### config.mk
export PLATFORM = sky130hd
export DESIGN_NAME = link_loop_ctrl
export DESIGN_NICKNAME = d
export VERILOG_FILES = /design/src/rtl/llc_pkg.sv /design/src/rtl/llc_tx_path.sv /design/src/rtl/llc_lock_det.sv /design/src/rtl/llc_rx_path.sv /design/src/rtl/link_loop_ctrl.sv
export SDC_FILE = /design/constraint.sdc
export NUM_CORES = 1
export LEC_CHECK = 0
export ABC_AREA = 0
export ABC_CLOCK_PERIOD_IN_PS = 1900
export BUFFER_PORTS_ARGS = -buffer_cell sky130_fd_sc_hd__buf_2
export CAP_MARGIN = 0
export CORE_UTILIZATION = 44
export CTS_CLUSTER_DIAMETER = 200
export DETAILED_ROUTE_END_ITERATION = 10
export HOLD_SLACK_MARGIN = 0.05
export PLACE_DENSITY = 0.73
export SYNTH_ARGS = -nofsm -noshare
export SYNTH_HDL_FRONTEND = slang
export SYNTH_SLANG_ARGS = --single-unit
### constraint.sdc
create_clock -name clk -period 1.9 [get_ports clk]
set_clock_uncertainty 0.2 [all_clocks]
set_input_delay 0 -clock clk [delete_from_list [all_inputs] [get_ports clk]]
set_output_delay 0 -clock clk [all_outputs]
set_load 0.02 [all_outputs]
### src/rtl/llc_pkg.sv
package llc_pkg;

  typedef enum logic [1:0] {
    LB_NONE       = 2'b00,
    LB_SERIAL     = 2'b01,
    LB_PAR_STITCH = 2'b10,
    LB_PAR_DIRECT = 2'b11
  } lb_mode_e;

  localparam int N_REGION = 4;
  localparam logic [7:0] COMMA_BYTE = 8'hBC;

  // region of a word inside a basic frame of fw words
  function automatic logic [1:0] region_of(input int idx, input int fw);
    if (idx == 0)           return 2'd0;
    else if (idx < fw / 4)  return 2'd1;
    else if (idx < fw / 2)  return 2'd2;
    else                    return 2'd3;
  endfunction

  function automatic logic is_comma(input logic [7:0] low_byte, input logic k0);
    return k0 && (low_byte == COMMA_BYTE);
  endfunction

endpackage

### src/rtl/llc_tx_path.sv
module llc_tx_path
  import llc_pkg::*;
#(
  parameter int W  = 32,
  parameter int KW = 4,
  parameter int FW = 16
) (
  input  logic                clk,
  input  logic                rst_n,
  input  logic [W-1:0]        loc_data_i,
  input  logic [KW-1:0]       loc_k_i,
  input  logic [W-1:0]        echo_data_i,
  input  logic [KW-1:0]       echo_k_i,
  input  logic [N_REGION-1:0] echo_mask_i,
  input  logic                tx_en_i,
  output logic [W-1:0]        st_data_o,
  output logic [KW-1:0]       st_k_o,
  output logic                echo_sel_o
);
  localparam int IW = $clog2(FW);
  localparam int LW = W / KW;

  logic [IW-1:0] idx_q;
  logic [W-1:0]  merged_data;
  logic [KW-1:0] merged_k;

  always_ff @(posedge clk) begin
    if (!rst_n)                      idx_q <= '0;
    else if (idx_q == IW'(FW - 1))   idx_q <= '0;
    else                             idx_q <= idx_q + 1'b1;
  end

  assign echo_sel_o = echo_mask_i[region_of(int'(idx_q), FW)];

  // per byte lane selection between local and echoed word
  for (genvar l = 0; l < KW; l++) begin : g_lane
    assign merged_data[l*LW +: LW] = echo_sel_o ? echo_data_i[l*LW +: LW]
                                                : loc_data_i[l*LW +: LW];
    assign merged_k[l] = echo_sel_o ? echo_k_i[l] : loc_k_i[l];
  end

  // stitch register toward the transceiver; idle zeros while gated
  always_ff @(posedge clk) begin
    if (!rst_n || !tx_en_i) begin
      st_data_o <= '0;
      st_k_o    <= '0;
    end else begin
      st_data_o <= merged_data;
      st_k_o    <= merged_k;
    end
  end

endmodule

### src/rtl/llc_lock_det.sv
module llc_lock_det
  import llc_pkg::*;
#(
  parameter int FW     = 16,
  parameter int LOCK_N = 4,
  parameter int LOSS_N = 4
) (
  input  logic       clk,
  input  logic       rst_n,
  input  logic [7:0] low_byte_i,
  input  logic       k0_i,
  output logic       locked_o,
  output logic       hit_o,
  output logic       miss_o
);
  localparam int IW   = $clog2(FW);
  localparam int MAXN = (LOCK_N > LOSS_N) ? LOCK_N : LOSS_N;
  localparam int CW   = $clog2(MAXN + 1);

  logic [IW-1:0] pos_q;
  logic [CW-1:0] good_q, bad_q;
  logic          comma, at_start;

  assign comma    = is_comma(low_byte_i, k0_i);
  assign at_start = (pos_q == '0);
  assign hit_o    = comma && at_start;
  assign miss_o   = at_start && !comma;

  always_ff @(posedge clk) begin
    if (!rst_n)                          pos_q <= '0;
    else if (!locked_o && comma && !at_start) pos_q <= IW'(1);
    else if (pos_q == IW'(FW - 1))       pos_q <= '0;
    else                                 pos_q <= pos_q + 1'b1;
  end

  always_ff @(posedge clk) begin
    if (!rst_n) begin
      locked_o <= 1'b0;
      good_q   <= '0;
      bad_q    <= '0;
    end else if (!locked_o) begin
      if (comma && at_start) begin
        if (good_q == CW'(LOCK_N - 1)) begin
          locked_o <= 1'b1;
          good_q   <= '0;
          bad_q    <= '0;
        end else begin
          good_q <= good_q + 1'b1;
        end
      end else if (comma) begin
        good_q <= CW'(1);
      end else if (at_start) begin
        good_q <= '0;
      end
    end else begin
      if (hit_o) begin
        bad_q <= '0;
      end else if (miss_o) begin
        if (bad_q == CW'(LOSS_N - 1)) begin
          locked_o <= 1'b0;
          bad_q    <= '0;
          good_q   <= '0;
        end else begin
          bad_q <= bad_q + 1'b1;
        end
      end
    end
  end

endmodule

### src/rtl/llc_rx_path.sv
module llc_rx_path
  import llc_pkg::*;
#(
  parameter int W  = 32,
  parameter int KW = 4
) (
  input  logic                clk,
  input  logic                rst_n,
  input  logic [1:0]          fwd_i,
  input  logic [N_REGION-1:0] echo_mask_i,
  input  logic [W-1:0]        xcv_data_i,
  input  logic [KW-1:0]       xcv_k_i,
  input  logic [W-1:0]        st_data_i,
  input  logic [KW-1:0]       st_k_i,
  input  logic [W-1:0]        loc_data_i,
  input  logic [KW-1:0]       loc_k_i,
  output logic [W-1:0]        sel_data_o,
  output logic [KW-1:0]       sel_k_o,
  output logic [W-1:0]        rx_data_o,
  output logic [KW-1:0]       rx_k_o,
  output logic                rx_valid_o,
  output logic                cfg_chg_o
);
  lb_mode_e            mode;
  logic [1:0]          fwd_q;
  logic [N_REGION-1:0] echo_q;

  assign mode = lb_mode_e'(fwd_i);

  always_comb begin
    case (mode)
      LB_PAR_STITCH: begin sel_data_o = st_data_i;  sel_k_o = st_k_i;  end
      LB_PAR_DIRECT: begin sel_data_o = loc_data_i; sel_k_o = loc_k_i; end
      default:       begin sel_data_o = xcv_data_i; sel_k_o = xcv_k_i; end
    endcase
  end

  assign cfg_chg_o = (fwd_i != fwd_q) || (echo_mask_i != echo_q);

  always_ff @(posedge clk) begin
    if (!rst_n) begin
      fwd_q      <= fwd_i;
      echo_q     <= echo_mask_i;
      rx_data_o  <= '0;
      rx_k_o     <= '0;
      rx_valid_o <= 1'b0;
    end else begin
      fwd_q      <= fwd_i;
      echo_q     <= echo_mask_i;
      rx_data_o  <= sel_data_o;
      rx_k_o     <= sel_k_o;
      rx_valid_o <= !cfg_chg_o;
    end
  end

endmodule

### src/rtl/link_loop_ctrl.sv
module link_loop_ctrl
  import llc_pkg::*;
#(
  parameter int W      = 32,
  parameter int KW     = 4,
  parameter int FW     = 16,
  parameter int LOCK_N = 4,
  parameter int LOSS_N = 4
) (
  input  logic                clk,
  input  logic                rst_n,
  input  logic                is_master_i,
  input  logic                tx_force_i,
  input  logic [1:0]          lb_fwd_i,
  input  logic [N_REGION-1:0] lb_echo_i,
  input  logic [W-1:0]        fr_tx_data_i,
  input  logic [KW-1:0]       fr_tx_k_i,
  input  logic [W-1:0]        xcv_rx_data_i,
  input  logic [KW-1:0]       xcv_rx_k_i,
  output logic [W-1:0]        xcv_tx_data_o,
  output logic [KW-1:0]       xcv_tx_k_o,
  output logic                xcv_loop_o,
  output logic [W-1:0]        fr_rx_data_o,
  output logic [KW-1:0]       fr_rx_k_o,
  output logic                fr_rx_valid_o,
  output logic                rx_locked_o,
  output logic                tx_enable_o
);
  // named internal events for the checker
  logic          echo_sel;
  logic          lock_hit;
  logic          lock_miss;
  logic          cfg_chg;
  logic [W-1:0]  sel_data;
  logic [KW-1:0] sel_k;

  assign tx_enable_o = is_master_i || tx_force_i || rx_locked_o;
  assign xcv_loop_o  = (lb_mode_e'(lb_fwd_i) == LB_SERIAL);

  llc_tx_path #(.W(W), .KW(KW), .FW(FW)) u_tx (
    .clk         (clk),
    .rst_n       (rst_n),
    .loc_data_i  (fr_tx_data_i),
    .loc_k_i     (fr_tx_k_i),
    .echo_data_i (xcv_rx_data_i),
    .echo_k_i    (xcv_rx_k_i),
    .echo_mask_i (lb_echo_i),
    .tx_en_i     (tx_enable_o),
    .st_data_o   (xcv_tx_data_o),
    .st_k_o      (xcv_tx_k_o),
    .echo_sel_o  (echo_sel)
  );

  llc_rx_path #(.W(W), .KW(KW)) u_rx (
    .clk         (clk),
    .rst_n       (rst_n),
    .fwd_i       (lb_fwd_i),
    .echo_mask_i (lb_echo_i),
    .xcv_data_i  (xcv_rx_data_i),
    .xcv_k_i     (xcv_rx_k_i),
    .st_data_i   (xcv_tx_data_o),
    .st_k_i      (xcv_tx_k_o),
    .loc_data_i  (fr_tx_data_i),
    .loc_k_i     (fr_tx_k_i),
    .sel_data_o  (sel_data),
    .sel_k_o     (sel_k),
    .rx_data_o   (fr_rx_data_o),
    .rx_k_o      (fr_rx_k_o),
    .rx_valid_o  (fr_rx_valid_o),
    .cfg_chg_o   (cfg_chg)
  );

  llc_lock_det #(.FW(FW), .LOCK_N(LOCK_N), .LOSS_N(LOSS_N)) u_lock (
    .clk        (clk),
    .rst_n      (rst_n),
    .low_byte_i (sel_data[7:0]),
    .k0_i       (sel_k[0]),
    .locked_o   (rx_locked_o),
    .hit_o      (lock_hit),
    .miss_o     (lock_miss)
  );

endmodule

==> flow_summary.json <==
{
  "synthFlopType": "dfxtp_1",
  "instances_no_fill": 782,
  "ys_seq_elements": 94,
  "cts_tree": "yes",
  "clk_latency_ps": 360,
  "arrival_ps": 1990,
  "yosysUniqueCellTypes": 46,
  "fin_nets": 757,
  "worst_slew_pin_slew_ps": 405.9,
  "dieHeight_um": 97.44,
  "rsz0062_at_grt": "yes",
  "cts_made_buffers": 9,
  "grt_max_degree": 34,
  "n_fill_cell": 612,
  "drc_errors": 0,
  "end_kind": "flip-flop",
  "highest_layer": "met4",
  "track_usage_pct": 26.39,
  "placedCellCount": 658,
  "fin_worst_hold_slack_ps": 74.65,
  "startpoint_type": "flip-flop",
  "ir_drop_uv": 504.1,
  "drtIter0Drc": 142,
  "avgRoutedWirePerCell_um": 16.16,
  "hpwlAfterDp_um": 7181,
  "core_sq_mm": 0.008763,
  "clk_path_buf_depth": 2,
  "syn_area_sq_mm": 0.004008,
  "vias": 4030,
  "dieArea_sq_mm": 0.009494,
  "total_power_uw": 4687,
  "rows": 34,
  "crit_type": "reg2reg",
  "drt.antenna.violating_nets": 0,
  "drive_gt1_share_pct": 34.42,
  "avgSynthCellArea_sq_um": 10.09,
  "placed_cell_area_sq_mm": 0.005020,
  "place.gp.congestion": 0.9208,
  "io_pins": 158,
  "overflow": 0,
  "port_buffers": 157,
  "max_freq_mhz": 512.4,
  "vias_per_cell": 5.153,
  "setup_viol": 29,
  "hp-class": "in2reg",
  "path_clk_slew_ps": 90,
  "outcome": "finished, violations left",
  "num_antenna_cells": 0,
  "fin_crit_sh_pct": 102.7,
  "report.final.slew_viol_count": 0,
  "p_leak_uw": 0.003356,
  "dr_wl_met2_um": 6480,
  "met1_length_um": 4920,
  "cp_max_fo": 6,
  "grt_pass1_vias": 4263,
  "h-tree-depth": 3,
  "clock-sinks": 94,
  "syn2layout_area_growth_pct": 60.19,
  "ys_warn_count": 0,
  "synth-edff-count": 0,
  "cap_violations": 0,
  "initial_utilization_pct": 45.73,
  "ys_async_sr_fraction_pct": 0,
  "setup_ws_ps": -51.51,
  "final_area_sq_mm": 0.006420,
  "antenna_found_initial": 0,
  "slew_headroom_pct": 72.94,
  "routed-wl-met3_um": 747,
  "die_w_um": 97.44,
  "required_ps": 1940,
  "violations": "negative setup slack",
  "grt_first_pass_wirelength_um": 20060,
  "final-hold-violation-count": 0,
  "dr.pass1.iters": 4,
  "power_density_mw_per_mm2": 730.1,
  "drt-total-wl_um": 12640,
  "post-route-min-period_ps": 1952,
  "synth_cells": 397,
  "ys_seq_area_share_pct": 46.96,
  "cts-root-buf": "clkbuf_8",
  "synth_nets": 485
}
-- synth_stat cells (5+ instances only) --
cell type	number	area share, %
nor2_1	41	3.8
clkbuf_1	17	1.6
o21ai_0	9	1.1
dfxtp_1	94	47
buf_2	6	0.75
nor2b_1	5	0.78
ha_1	6	1.9
xor2_1	6	1.3
a21oi_1	8	1.0
nand2_1	40	3.7
mux2i_1	75	19
and2_1	5	0.78
o211a_1	28	7.0
inv_1	8	0.75
-- timing repair --
item                       4_1_cts  5_1_grt
gates resized for setup          7       19
gates cloned                     1        3
pin swaps                        2       14
hold endpoints to repair        90        0
setup endpoints to repair       42       45
hold buffers                   102        0
buffers inserted                 2        1
-- cell usage in the layout (no fill, tap or decap), types with 3 or more instances in the layout --
cell type,netlist,layout
o211a_1,28,28
dfxtp_1,94,89
inv_1,8,6
o21ai_0,9,7
and3_1,3,3
nor2_1,41,41
and2_1,5,5
xnor2_1,3,3
clkbuf_8,0,10
dfxtp_2,0,5
xor2_1,6,6
buf_2,6,157
nor2b_1,5,5
a21oi_1,8,8
mux2_2,3,3
buf_4,0,22
mux2i_2,0,7
dlygate4sd3_1,0,102
nand3_1,4,4
ha_1,6,5
nand2_1,40,40
mux2i_1,75,67
-- critical path, stage by stage (launching register included) --
cell	delay, ps
dfxtp_2	340
inv_2	70
ha_4	140
mux2i_2	230
o21ai_2	100
mux2i_4	160
buf_12	170
buf_12	130
mux2i_2	230
nor2_1	60
-- sequential cells by signal, summed over array words and instances, names as in the netlist --
signal	count
u_rx.fwd_q	2
u_lock.locked_o	1
u_tx.st_k_o	4
u_rx.rx_k_o	4
u_rx.echo_q	4
u_lock.good_q	3
u_tx.st_data_o	32
u_rx.rx_valid_o	1
u_rx.rx_data_o	32
u_tx.idx_q	4
u_lock.pos_q	4
u_lock.bad_q	3
-- area by class of cell --
cell class	instances	area (sq um)	share of cell area [%]
Clock buffer	11	141.4	2.202
Clock inverter	5	42.54	0.6626
Inverter	8	30.03	0.4677
Multi-Input combinational cell	267	2043	31.83
Sequential cell	94	1888	29.41
Tap cell	108	135.1	2.105
Timing Repair Buffer	289	2140	33.33
-- cell families after synthesis --
kind of cell               Yosys count  synth area share, %
AOI/OAI and AO/OA                   54                10.83
xor gates and xnor gates             9                1.967
adders and majority gates            6                1.873
buffers and inverters               36                3.934
DFF                                 94                46.96
muxes                               80                20.23
and+or+nand+nor                    118                14.21
-- stage by stage --
| step | utilization (%) | setup TNS, ps | setup slack, ps |
|---|---|---|---|
| detailed placement | 57.28 | -1255 | -148.4 |
| finish | 73.26 | -611.8 | -51.51 |
| floorplan | - | -1925 | -64.07 |
| CTS | 71.86 | -278.7 | -31.62 |
| global placement | 57.28 | -340.1 | -69.81 |
| global route | 73.26 | -3188 | -117.7 |
-- metal layers --
metal,vias to the layer above,global-route usage [%]
li1,1931,-
met1,1888,28.38
met2,171,48.68
met3,40,5.755
met4,0,12.44
met5,-,0
-- path summary, 6_finish.rpt --
path | from | to | slack [ps] | depth (start not counted)
setup / recovery | u_tx.idx_q[1]$_SDFF_PP0_ | u_tx.st_data_o[11]$_SDFF_PP0_ | -50 | 9
hold / removal | lb_fwd_i[1] | u_rx.rx_valid_o$_SDFF_PN0_ | 70 | 4
setup reg to reg | u_tx.idx_q[1]$_SDFF_PP0_ | u_tx.st_data_o[11]$_SDFF_PP0_ | -50 | 9
hold reg to reg | u_lock.good_q[2]$_SDFFE_PN0P_ | u_lock.good_q[2]$_SDFFE_PN0P_ | 250 | 2
-- power breakdown --
group | internal (uW) | switching [uW] | total, uW
Combinational | 646 | 629 | 1270
Clock | 526 | 715 | 1240
Sequential | 2110 | 61.9 | 2170
Total | 3280 | 1410 | 4690
No activity file was read; power rests on OpenSTA's default activity.
